--- src/rtl/txdb_pkg.sv ---
package txdb_pkg;
  localparam int DATA_W   = 64;
  localparam int BE_W     = DATA_W / 8;
  localparam int IDX_W    = 8;
  localparam int COUNT_W  = IDX_W + 1;
  localparam int NS_W     = 2;
  localparam int SPEC_BIT = IDX_W;
  localparam int NS_LSB   = IDX_W + 1;
  localparam int ERR_N    = 3;

  localparam logic [1:0] A_PTR  = 2'd0;
  localparam logic [1:0] A_CTL  = 2'd1;
  localparam logic [1:0] A_STAT = 2'd2;

  localparam int E_SEQ  = 0;
  localparam int E_PART = 1;
  localparam int E_OVF  = 2;

  typedef struct packed {
    logic [DATA_W-1:0]  ptr;
    logic [COUNT_W-1:0] count;
    logic               special;
    logic [NS_W-1:0]    nosnoop;
  } txdb_req_t;

  localparam int REQ_W = $bits(txdb_req_t);
endpackage

--- src/rtl/txdb_seq.sv ---
module txdb_seq
  import txdb_pkg::*;
(
  input  logic              clk,
  input  logic              rst_n,
  input  logic              wr_en,
  input  logic [1:0]        wr_addr,
  input  logic [DATA_W-1:0] wr_data,
  input  logic [BE_W-1:0]   wr_be,
  input  logic              q_full,
  output logic              q_push,
  output txdb_req_t         q_item,
  output logic [ERR_N-1:0]  err_set,
  output logic              ptr_pend
);
  logic              pend_q, pend_d;
  logic [DATA_W-1:0] ptr_q;
  logic              ptr_ld;
  logic              all_lanes;

  assign all_lanes = &wr_be;

  always_comb begin
    pend_d  = pend_q;
    ptr_ld  = 1'b0;
    q_push  = 1'b0;
    err_set = '0;
    if (wr_en) begin
      unique case (wr_addr)
        A_PTR: begin
          if (!all_lanes) begin
            err_set[E_PART] = 1'b1;
            pend_d          = 1'b0;
          end else if (pend_q) begin
            err_set[E_SEQ] = 1'b1;
            pend_d         = 1'b0;
          end else begin
            pend_d = 1'b1;
            ptr_ld = 1'b1;
          end
        end
        A_CTL: begin
          if (!all_lanes) begin
            err_set[E_PART] = 1'b1;
            pend_d          = 1'b0;
          end else if (!pend_q) begin
            err_set[E_SEQ] = 1'b1;
          end else if (q_full) begin
            err_set[E_OVF] = 1'b1;
            pend_d         = 1'b0;
          end else begin
            q_push = 1'b1;
            pend_d = 1'b0;
          end
        end
        default: ;
      endcase
    end
  end

  always_comb begin
    q_item.ptr     = ptr_q;
    q_item.count   = COUNT_W'(wr_data[IDX_W-1:0]) + COUNT_W'(1);
    q_item.special = wr_data[SPEC_BIT];
    q_item.nosnoop = wr_data[NS_LSB +: NS_W];
  end

  always_ff @(posedge clk or negedge rst_n) begin
    if (!rst_n) pend_q <= 1'b0;
    else        pend_q <= pend_d;
  end

  always_ff @(posedge clk or negedge rst_n) begin
    if (!rst_n)      ptr_q <= '0;
    else if (ptr_ld) ptr_q <= wr_data;
  end

  assign ptr_pend = pend_q;
endmodule

--- src/rtl/txdb_status.sv ---
module txdb_status
  import txdb_pkg::*;
#(
  parameter int CNT_W = 8
) (
  input  logic             clk,
  input  logic             rst_n,
  input  logic [ERR_N-1:0] err_set,
  input  logic             clr_en,
  input  logic [ERR_N-1:0] clr_mask,
  input  logic             post_inc,
  output logic [ERR_N-1:0] err_q,
  output logic [CNT_W-1:0] cnt_q
);
  logic [ERR_N-1:0] err_d;
  logic [CNT_W-1:0] cnt_d;

  always_comb begin
    err_d = err_q;
    if (clr_en) err_d = err_d & ~clr_mask;
    err_d = err_d | err_set;
    cnt_d = cnt_q + CNT_W'(1);
  end

  always_ff @(posedge clk or negedge rst_n) begin
    if (!rst_n) err_q <= '0;
    else        err_q <= err_d;
  end

  always_ff @(posedge clk or negedge rst_n) begin
    if (!rst_n)        cnt_q <= '0;
    else if (post_inc) cnt_q <= cnt_d;
  end
endmodule

--- src/rtl/txdb_fifo.sv ---
module txdb_fifo #(
  parameter int W     = 8,
  parameter int DEPTH = 4
) (
  input  logic         clk,
  input  logic         rst_n,
  input  logic         push,
  input  logic [W-1:0] push_data,
  input  logic         pop,
  output logic [W-1:0] head,
  output logic         full,
  output logic         empty
);
  localparam int AW = (DEPTH > 1) ? $clog2(DEPTH) : 1;
  localparam int LW = $clog2(DEPTH + 1);
  localparam logic [AW-1:0] LAST = AW'(DEPTH - 1);

  logic [W-1:0]  mem [DEPTH];
  logic [AW-1:0] wp_q, wp_d, rp_q, rp_d;
  logic [LW-1:0] lvl_q, lvl_d;
  logic          do_push, do_pop;

  assign full    = (lvl_q == LW'(DEPTH));
  assign empty   = (lvl_q == '0);
  assign do_push = push && !full;
  assign do_pop  = pop && !empty;
  assign head    = mem[rp_q];

  always_comb begin
    wp_d  = do_push ? ((wp_q == LAST) ? '0 : wp_q + AW'(1)) : wp_q;
    rp_d  = do_pop  ? ((rp_q == LAST) ? '0 : rp_q + AW'(1)) : rp_q;
    lvl_d = lvl_q;
    if (do_push && !do_pop) lvl_d = lvl_q + LW'(1);
    if (do_pop && !do_push) lvl_d = lvl_q - LW'(1);
  end

  always_ff @(posedge clk or negedge rst_n) begin
    if (!rst_n) begin
      wp_q  <= '0;
      rp_q  <= '0;
      lvl_q <= '0;
    end else begin
      wp_q  <= wp_d;
      rp_q  <= rp_d;
      lvl_q <= lvl_d;
    end
  end

  always_ff @(posedge clk) begin
    if (do_push) mem[wp_q] <= push_data;
  end
endmodule

--- src/rtl/txlist_doorbell.sv ---
module txlist_doorbell
  import txdb_pkg::*;
#(
  parameter int QDEPTH = 4,
  parameter int CNT_W  = 8
) (
  input  logic                clk,
  input  logic                rst_n,
  input  logic                wr_en,
  input  logic [1:0]          wr_addr,
  input  logic [DATA_W-1:0]   wr_data,
  input  logic [BE_W-1:0]     wr_be,
  output logic                req_valid,
  input  logic                req_ready,
  output logic [DATA_W-1:0]   req_ptr,
  output logic [COUNT_W-1:0]  req_count,
  output logic                req_special,
  output logic [NS_W-1:0]     req_nosnoop,
  output logic [CNT_W+7:0]    stat_word
);
  logic             q_push, q_full, q_empty, q_pop;
  txdb_req_t        q_item, q_head;
  logic [ERR_N-1:0] err_set, err_q;
  logic [CNT_W-1:0] post_cnt;
  logic             ptr_pend;
  logic             clr_en;

  txdb_seq u_seq (
    .clk(clk), .rst_n(rst_n), .wr_en(wr_en), .wr_addr(wr_addr),
    .wr_data(wr_data), .wr_be(wr_be), .q_full(q_full),
    .q_push(q_push), .q_item(q_item), .err_set(err_set), .ptr_pend(ptr_pend)
  );

  assign clr_en = wr_en && (wr_addr == A_STAT);

  txdb_status #(.CNT_W(CNT_W)) u_stat (
    .clk(clk), .rst_n(rst_n), .err_set(err_set), .clr_en(clr_en),
    .clr_mask(wr_data[ERR_N-1:0]), .post_inc(q_push),
    .err_q(err_q), .cnt_q(post_cnt)
  );

  txdb_fifo #(.W(REQ_W), .DEPTH(QDEPTH)) u_q (
    .clk(clk), .rst_n(rst_n), .push(q_push), .push_data(q_item),
    .pop(q_pop), .head(q_head), .full(q_full), .empty(q_empty)
  );

  assign req_valid   = !q_empty;
  assign q_pop       = req_valid && req_ready;
  assign req_ptr     = q_head.ptr;
  assign req_count   = q_head.count;
  assign req_special = q_head.special;
  assign req_nosnoop = q_head.nosnoop;
  assign stat_word   = {post_cnt, {(8-ERR_N){1'b0}}, err_q};
endmodule

--- config.mk ---
export PLATFORM = sky130hd
export DESIGN_NAME = txlist_doorbell
export DESIGN_NICKNAME = d
export VERILOG_FILES = /design/src/rtl/txdb_pkg.sv /design/src/rtl/txdb_seq.sv /design/src/rtl/txdb_status.sv /design/src/rtl/txdb_fifo.sv /design/src/rtl/txlist_doorbell.sv
export SDC_FILE = /design/constraint.sdc
export NUM_CORES = 1
export LEC_CHECK = 0
export ABC_CLOCK_PERIOD_IN_PS = 4900
export BUFFER_PORTS_ARGS = -buffer_cell sky130_fd_sc_hd__clkbuf_2
export CELL_PAD_IN_SITES_DETAIL_PLACEMENT = 0
export CELL_PAD_IN_SITES_GLOBAL_PLACEMENT = 2
export CORE_MARGIN = 8
export CORE_UTILIZATION = 45
export DETAILED_ROUTE_END_ITERATION = 7
export PLACE_DENSITY_LB_ADDON = 0.1
export SLEW_MARGIN = 40
export SYNTH_ARGS = -nofsm -noshare
export SYNTH_HDL_FRONTEND = slang
export SYNTH_SLANG_ARGS = --single-unit
export TNS_END_PERCENT = 5
--- constraint.sdc ---
create_clock -name clk -period 4.9 [get_ports clk]
set_clock_uncertainty 0.2 [all_clocks]
set_input_delay 1.47 -clock clk [delete_from_list [all_inputs] [get_ports clk]]
set_output_delay 1.47 -clock clk [all_outputs]
set_load 0.01 [all_outputs]
==> out/metrics.cfg, run 1 <==
[yosys]
synth_top_cell_by_area = edfxtp_1
ys_seq_area_share_pct = 75.95
ys_types = 39
synth_top_family_by_area = multiplexers
synth_compound_area_share_pct = 0.3477
synthTopCellsByArea = edfxtp_1, dfrtp_1, mux4_2
ys_seq_elements = 387
synthXorXnorAreaFrac_pct = 1.009
ys.flop_type = edfxtp_1
synth-simple-area-share_pct = 1.857
synth_edf_count = 304
syn-cell-area_um2 = 14750
synthAdderAreaFrac_pct = 0.8141
synth_cells = 648
synthDominantCellAreaShare_pct = 61.87
async_flop_share_pct = 21.45
ys_warn_count = 0
syn_avg_cell_area_um2 = 22.77
muxShareOfSynthArea_pct = 17.95

[clocking]
ctsResizeCount = 0
numCtsBuffers = 41
postCtsSetupBuffers = 0
h-tree-depth = 2
clk_pin_slew_ns = 0.06
cts_sinks = 387
clk_path_buf_depth = 3
cts_tree = built
cts_root_buffer = clkbuf_16
cts_hold_buf = 0
clkLatencyLatePin_ns = 0.52

[critical_path]
cp_cell_sequence = buf_4, mux4_2, clkbuf_2
crit_arrival_ns = 2.49
crit_type = reg2out
cp_max_fo = 31
start_kind = register
cpPeakStageDelay_ns = 0.81
crit_slowest_cell = dfrtp_4
required_ns = 3.23
cp-end-kind = output port

[timing]
hold_viol_final = 0
final.min_clock_period_ns = 4.162
hold_slack_ns = 0.2849
max_slew.worst_pin.slew_ns = 0.7047
fin_crit_sh_pct = 84.94
max_freq_mhz = 240.3
tns_ns = 0
max_slew_margin_pct = 53.02
rsz0062_at_grt = no
setup_viol = 0
slew_violations = 0

[die]
coreArea_um2 = 32450
pin_count = 171
die_y_um = 197.1
initial_utilization_pct = 45.46
fp-row-count = 66
die_width_um = 197.1
die_area_um2 = 38840

[run]
cap_violations = 0

[final_layout]
fill_cells = 2567
final_nets = 933
syn_to_final_growth_pct = 18.33
drive_above_1_share_pct = 44.52
utilization_pct = 53.80
antennaDiodeCount = 0

[pwr]
p_leak_nw = 6.953
total_power_mw = 8.180
ir_worst_vdd_mv = 0.2737
p_per_area_nw_per_um2 = 468.5

[route]
wl_um = 29910
num_vias = 6758
vias_per_cell = 5.127
drt_iter0_drc = 264
firstDrtPassIters = 4
routedWlPerCell_um = 22.69
ant_nets = 0
drc = 0

[placement]
place_hpwl_um = 19060
io_buffers = 165
gp_congestion = 0.7332

[grt]
grt_first_pass_wirelength_um = 45730
grt_pass1_vias = 7504
gr-total-overflow = 0
grtUsageTotal_pct = 15.46
antenna_found_initial = 0
grt_max_degree = 77

[worst_hold_path]
hold_path_class = reg2reg

[run_status]
status = finished clean

==> routing by layer <==
metal  GRT usage (%)  share of wire (%)  up-vias  routed length, um
met5               0                  0        -                  0
met4           3.873                2.0        0                592
met2           26.27                 50      148              14830
met3           2.913                4.4       49               1312
met1           20.42                 44     3551              13170
li1                -                  -     3010                  -
==> per-stage QoR <==
stage               cells  setup WS (ns)  instance area, um2
finish               1318         0.7378               17460
global route         1318         0.5422               17460
CTS                  1318         0.6145               17460
detailed placement   1245         0.8994               16110
global placement     1245         0.9877               16100
floorplan             652         0.2120               14770
==> power breakdown <==
part	switching [mW]	total, mW	internal (mW)
registers	0.0970	3.65	3.56
clock network	1.19	3.10	1.91
logic	0.724	1.43	0.704
total	2.01	8.18	6.17
==> cells in the mapped netlist, types with 2 or more instances <==
cell type	count
inv_1	9
nand2_1	8
a32o_1	2
o21ai_0	3
clkbuf_1	5
buf_12	6
nand3_1	6
and3_1	3
edfxtp_1	304
mux2_4	49
buf_2	10
buf_4	9
dfrtp_1	83
nand4_1	4
nand4_2	2
mux4_2	76
xnor2_1	11
xor2_1	6
ha_1	8
and2_1	5
nor2_1	6
mux2_2	16
==> cell families (layout without fill, tap and decap cells) <==
kind of cell / Yosys count / after routing
buf+inv: 40 / 264
fa+ha+maj: 9 / 9
simple gates: 44 / 44
xor+xnor: 17 / 17
compound gates: 7 / 7
mux: 143 / 143
other cells: 1 / 5
flops: 387 / 387
==> flip-flops by register name, summed over array words and instances (netlist names) <==
name,flops
u_q.lvl_q,3
u_q.mem,304
u_q.rp_q,2
u_q.wp_q,2
u_seq.ptr_pend,1
u_seq.ptr_q,64
u_stat.cnt_q,8
u_stat.err_q,3
==> worst max-delay path: cells and delay by family (launching register included) <==
kind / cells / cell delay [ns]
mux: 1 / 0.60
buf+inv: 2 / 0.57
flops: 1 / 0.81
==> cell usage in the layout (no fill, tap or decap), types with 2 or more instances in the layout <==
master	n
clkbuf_2	164
buf_12	6
nand3_1	6
inv_1	9
clkbuf_16	41
conb_1	5
mux4_2	76
nand4_2	2
xnor2_1	11
nand2_1	8
clkbuf_1	9
dfrtp_1	81
mux2_4	49
clkbuf_8	4
nand4_1	4
bufinv_16	6
ha_1	8
edfxtp_1	304
and2_4	4
dfrtp_4	2
nor2_1	6
clkinv_1	8
mux2_2	16
a32o_1	2
xor2_1	6
clkinv_2	4
and3_1	3
buf_4	11
o21ai_0	3
==> layout make-up <==
type,instances,area [um2],area share [%]
Sequential cell,387,11210,64.23
Timing Repair Buffer,182,1035,5.927
Multi-Input combinational cell,225,3272,18.74
Clock inverter,19,237.7,1.362
Clock buffer,54,1115,6.385
Inverter,9,33.78,0.1935
Tap cell,442,553.0,3.168
==> worst paths after layout <==
| check | start | end | slack [ns] | depth (start not counted) |
|---|---|---|---|---|
| worst max-delay path | u_q.rp_q[0] | req_ptr[8] | 0.74 | 3 |
| worst min-delay path | u_stat.cnt_q[7] | u_stat.cnt_q[7] | 0.28 | 1 |
| worst max register to register | u_seq.ptr_pend | u_q.mem[1][35] | 2.23 | 4 |
| worst min register to register | u_stat.cnt_q[7] | u_stat.cnt_q[7] | 0.28 | 1 |
| max in group asynchronous | rst_n | u_seq.ptr_q[14] | 2.93 | 2 |
| min in group asynchronous | rst_n | u_seq.ptr_q[46] | 0.78 | 1 |
(Power assumes the default switching activity.)
==> run 2: changes to the inputs <==
Settings changed: ABC_AREA from default to 1, ABC_CLOCK_PERIOD_IN_PS 4900 to 4110, CORE_UTILIZATION 45 to 40.
Clock period 4.9 ns to 4.11 ns, I/O delays scaled along.
==> out/metrics.cfg, run 2 <==
[run_status]
status = finished clean

[final_layout]
antennaDiodeCount = 0
drive_above_1_share_pct = 23.04
syn_to_final_growth_pct = 18.56
regMostFlops = u_q.mem
final_common_cell = edfxtp_1
utilization_pct = 48.00
final_nets = 1431
largest_reg_flops = 304
top_regs = u_q.mem (304), u_seq.ptr_q (64), u_stat.cnt_q (8)
layout_common_cells = edfxtp_1, nor2_1, o21ai_0, clkbuf_2, nand2_1

[placement]
pre_cts_ws_ns = 0.6077
gp_congestion = 0.7202
io_buffers = 165
place_hpwl_um = 20400

[grt]
antenna_found_initial = 0
grtUsageTotal_pct = 15.46
grt_pass1_vias = 9282
grt_first_pass_wirelength_um = 53760
gr-total-overflow = 0
grt_max_degree = 85

[yosys]
synth_cells = 1177
synthTopCellsByArea = edfxtp_1, dfrtp_1, o21ai_0
ys_seq_elements = 387
ys.flop_type = edfxtp_1
ys_top_cells_by_count = edfxtp_1, nor2_1, o21ai_0
synthDominantCellAreaShare_pct = 60.15
synth.most_common_cell = edfxtp_1
async_flop_share_pct = 21.45
ys_warn_count = 0
synth_edf_count = 304
ys_seq_area_share_pct = 73.83
syn-cell-area_um2 = 15180
synth_top_cell_by_area = edfxtp_1
syn_avg_cell_area_um2 = 12.89
ys_types = 31

[clocking]
cts_sinks = 387
h-tree-depth = 2
clkLatencyLatePin_ns = 0.53
clk_path_buf_depth = 3
numCtsBuffers = 42
cts_tree = built
ctsResizeCount = 0
postCtsSetupBuffers = 0
cts_hold_buf = 0
cts_root_buffer = clkbuf_16
clk_pin_slew_ns = 0.06

[pwr]
total_power_mw = 10.81
p_leak_nw = 7.362
ir_worst_vdd_mv = 0.3334
p_per_area_nw_per_um2 = 600.6

[die]
fp-row-count = 71
die_width_um = 210.8
pin_count = 171
initial_utilization_pct = 40.48
coreArea_um2 = 37490
die_area_um2 = 44430
die_y_um = 210.8

[timing]
final.min_clock_period_ns = 3.788
hold_slack_ns = 0.3042
max_slew.worst_pin.slew_ns = 0.7413
max_slew_margin_pct = 50.58
slew_violations = 0
rsz0062_at_grt = no
fin_crit_sh_pct = 92.16
fin_ws_ns = 0.3224
setup_viol = 0
hold_viol_final = 0
max_freq_mhz = 264.0
tns_ns = 0

[route]
num_vias = 9154
drt_iter0_drc = 505
routedWlPerCell_um = 18.35
vias_per_cell = 4.851
firstDrtPassIters = 5
drc = 0
ant_nets = 0
wl_um = 34630

[critical_path]
start_kind = register
cp_max_fo = 45
crit_arrival_ns = 2.35
cp-end-kind = output port
crit_type = reg2out
required_ns = 2.68

[run]
cap_violations = 0

[worst_hold_path]
hold_path_class = reg2reg

run 2: final timing paths:
| path | slack [ns] | from | depth (start not counted) | to |
|---|---|---|---|---|
| min in group asynchronous | 0.53 | rst_n | 1 | u_seq.ptr_q[28] |
| worst min register to register | 0.30 | u_q.lvl_q[0] | 1 | u_q.lvl_q[0] |
| worst max-delay path | 0.32 | u_q.rp_q[0] | 4 | req_ptr[34] |
| worst max register to register | 1.49 | u_q.lvl_q[0] | 11 | u_q.lvl_q[2] |
| worst min-delay path | 0.30 | u_q.lvl_q[0] | 1 | u_q.lvl_q[0] |
| max in group asynchronous | 2.42 | rst_n | 2 | u_seq.ptr_q[33] |
run 2: area by class of cell:
type / count / area (um2)
multi-input cells: 637 / 3306
clock inverters: 18 / 138.9
flip-flops and latches: 387 / 11210
clock buffers: 58 / 1202
fillers: 3464 / 19490
repair buffers: 187 / 1160
well taps: 511 / 639.4
inverters: 89 / 336.6
run 2: power breakdown:
group          internal (mW)  switching (mW)  total, mW
clock network           2.12            1.47       3.58
registers               4.24           0.115       4.35
logic                   1.01            1.87       2.87
run 2: cells by family (layout without fill, tap and decap cells):
kind of cell | Yosys count | in the layout | synth area share (%)
buffers and inverters | 157 | 352 | 4.740
AOI/OAI and AO/OA | 304 | 304 | 12.00
and+or+nand+nor | 311 | 311 | 8.145
adders and majority gates | 9 | 9 | 0.7915
DFF | 387 | 387 | 73.83
xor gates and xnor gates | 8 | 8 | 0.4617
other | 1 | 5 | 0.02471
run 2: layer usage:
layer  global-route usage (%)  vias to the layer above  share of wire, %  wire, um
met1                    20.08                     4430                45     15650
met5                        0                        -                 0         0
li1                         -                     4497                 -         -
met2                    26.65                      185                49     16830
met4                    3.596                        0               1.6       538
met3                    2.864                       42               4.7      1616
run 2: through the flow:
step | instance area, um2 | instances
2_1_floorplan | 15200 | 1181
3_3_place_gp | 16650 | 1811
3_5_place_dp | 16650 | 1811
4_1_cts | 17990 | 1887
5_1_grt | 17990 | 1887
6_report | 17990 | 1887
run 2: worst max-delay path: stages (launching register included):
cell and delay, ns:
dfrtp_4 0.74, buf_4 0.42, o21ai_0 0.15, o22ai_1 0.29, clkbuf_2 0.20
==> run 3: changes to the inputs <==
Settings changed: CORE_UTILIZATION 40 to 42, CTS_BUF_LIST from default to sky130_fd_sc_hd__clkbuf_2 sky130_fd_sc_hd__clkbuf_4 sky130_fd_sc_hd__clkbuf_8.
==> out/metrics.cfg, run 3 (synthesis gave the netlist of run 2 again) <==
[run_status]
status = finished clean

[timing]
fin_ws_ns = 0.1895
max_freq_mhz = 255.1
rsz0062_at_grt = no
max_slew.worst_pin.slew_ns = 0.7208
slew_violations = 0
final.min_clock_period_ns = 3.921
hold_viol_final = 0
fin_crit_sh_pct = 95.39
hold_slack_ns = 0.2978
setup_viol = 0
max_slew_margin_pct = 51.95

[pwr]
comb_power_share_pct = 27.5
p_per_area_nw_per_um2 = 590.4
pwr-share-seq_pct = 41.0
ir_worst_vdd_mv = 0.2647
p_int_mw = 7.127
p_sw_mw = 3.459
total_power_mw = 10.59
p_sw_share_pct = 32.68
p_leak_nw = 7.430
pwr-share-clk_pct = 31.5

[critical_path]
cpPeakStageDelay_ns = 0.53
required_ns = 2.68
crit_slowest_cell = inv_2
crit_arrival_ns = 2.49
path_delay_family = buffers and inverters
cp_max_fo = 28
start_kind = register
cp_cell_sequence = inv_2, buf_4, o21ai_0, o22ai_1, clkbuf_2
crit_type = reg2out
cp-end-kind = output port
critPathBufInv = 3

[clocking]
cts_sinks = 387
clk_pin_slew_ns = 0.06
clk_path_buf_depth = 3
cts_hold_buf = 0
numCtsBuffers = 66
cts_root_buffer = clkbuf_8
cts_tree = built
h-tree-depth = 3
ctsResizeCount = 0
postCtsSetupBuffers = 0
clkLatencyLatePin_ns = 0.56

[final_layout]
fill_cells = 3213
final_common_cell = edfxtp_1
finalInstanceArea_um2 = 17930
regMostFlops = u_q.mem
drive_above_1_share_pct = 25.98
largest_reg_flops = 304
layout_common_cells = edfxtp_1, nor2_1, o21ai_0, clkbuf_2, nand2_1
top_regs = u_q.mem (304), u_seq.ptr_q (64), u_stat.cnt_q (8)
antennaDiodeCount = 0
syn_to_final_growth_pct = 18.14
final_nets = 1463

[route]
drt_iter0_drc = 552
vias_per_cell = 4.971
num_vias = 9370
drc = 0
routedWlPerCell_um = 18.80
ant_nets = 0
wl_um = 35440
firstDrtPassIters = 5

[die]
die_y_um = 206.1
pin_count = 171
die_area_um2 = 42480
die_width_um = 206.1
fp-row-count = 69
coreArea_um2 = 35570
initial_utilization_pct = 42.67

[run]
cap_violations = 0

[placement]
dpl_cell_area_um2 = 16630
gp_congestion = 0.7689
pre_cts_ws_ns = 0.5189
io_buffers = 165
place_hpwl_um = 21250

[grt]
gr-total-overflow = 0
grt_first_pass_wirelength_um = 54910
grt_max_degree = 125
antenna_found_initial = 0
grtUsageTotal_pct = 16.72
grt_pass1_vias = 9657

[worst_hold_path]
hold_path_class = reg2reg

-- run 3: cell count changes in the layout (fill, tap and decap cells not counted), sizes merged --
cell	delta
clkinv	+4
buf	+8
clkbuf	+39
clkinvlp	+1
inv	-3
bufinv	-1
-- run 3: power groups by stage --
stage	clock, mW	sequential (mW)	combinational (mW)
after floorplan	0	4.34	1.73
after global routing	3.62	4.35	3.24
after CTS	3.44	4.34	3.00
after detailed placement	0	4.42	2.99
final	3.34	4.34	2.91
after global placement	0	4.42	2.98
-- run 3: final timing paths --
path                                  from               to  slack (ns)  cells after the start
min in group asynchronous            rst_n  u_seq.ptr_q[52]        0.53                      1
hold reg to reg            u_stat.cnt_q[7]  u_stat.cnt_q[7]        0.30                      2
setup / recovery               u_q.rp_q[1]      req_ptr[52]        0.19                      5
hold / removal             u_stat.cnt_q[7]  u_stat.cnt_q[7]        0.30                      2
setup reg to reg              u_q.lvl_q[0]     u_q.lvl_q[2]        1.46                     11
max in group asynchronous            rst_n  u_seq.ptr_q[45]        2.42                      2
-- run 3: metrics by stage --
stage                     cells  setup TNS (ns)  util, %
after floorplan            1181         -133.02        -
after global placement     1769               0    46.76
after detailed placement   1769               0    46.76
after CTS                  1885               0    50.41
after global routing       1885               0    50.41
final                      1885               0    50.41
-- run 3: worst reg2reg max path, cell delays in order, from the launching register on --
cell	delay, ns
dfrtp_1	0.40
nor2_1	0.23
nand2_1	0.11
nand2_1	0.17
nor2_4	0.10
inv_2	0.21
ha_1	0.19
inv_1	0.07
fa_1	0.43
a21oi_1	0.14
o21ai_0	0.11
xor2_1	0.16
-- run 3: cell type report --
cell class                 instances  area [um2]  area share (%)
inverter                          89       336.6           1.877
timing repair buffer             195        1204           6.713
multi-input combinational        637        3306           18.44
clock inverter                    19       87.58          0.4885
sequential                       387       11210           62.52
clock buffer                      97        1210           6.748
tap                              461       576.8           3.217
-- run 3: layer usage --
metal	routed length [um]	GRT usage, %	vias up	share of wire, %
met5	0	0	-	0
li1	-	-	4562	-
met1	16190	22.71	4543	46
met2	16900	26.83	214	48
met4	557	4.664	0	1.6
met3	1788	3.730	51	5.0
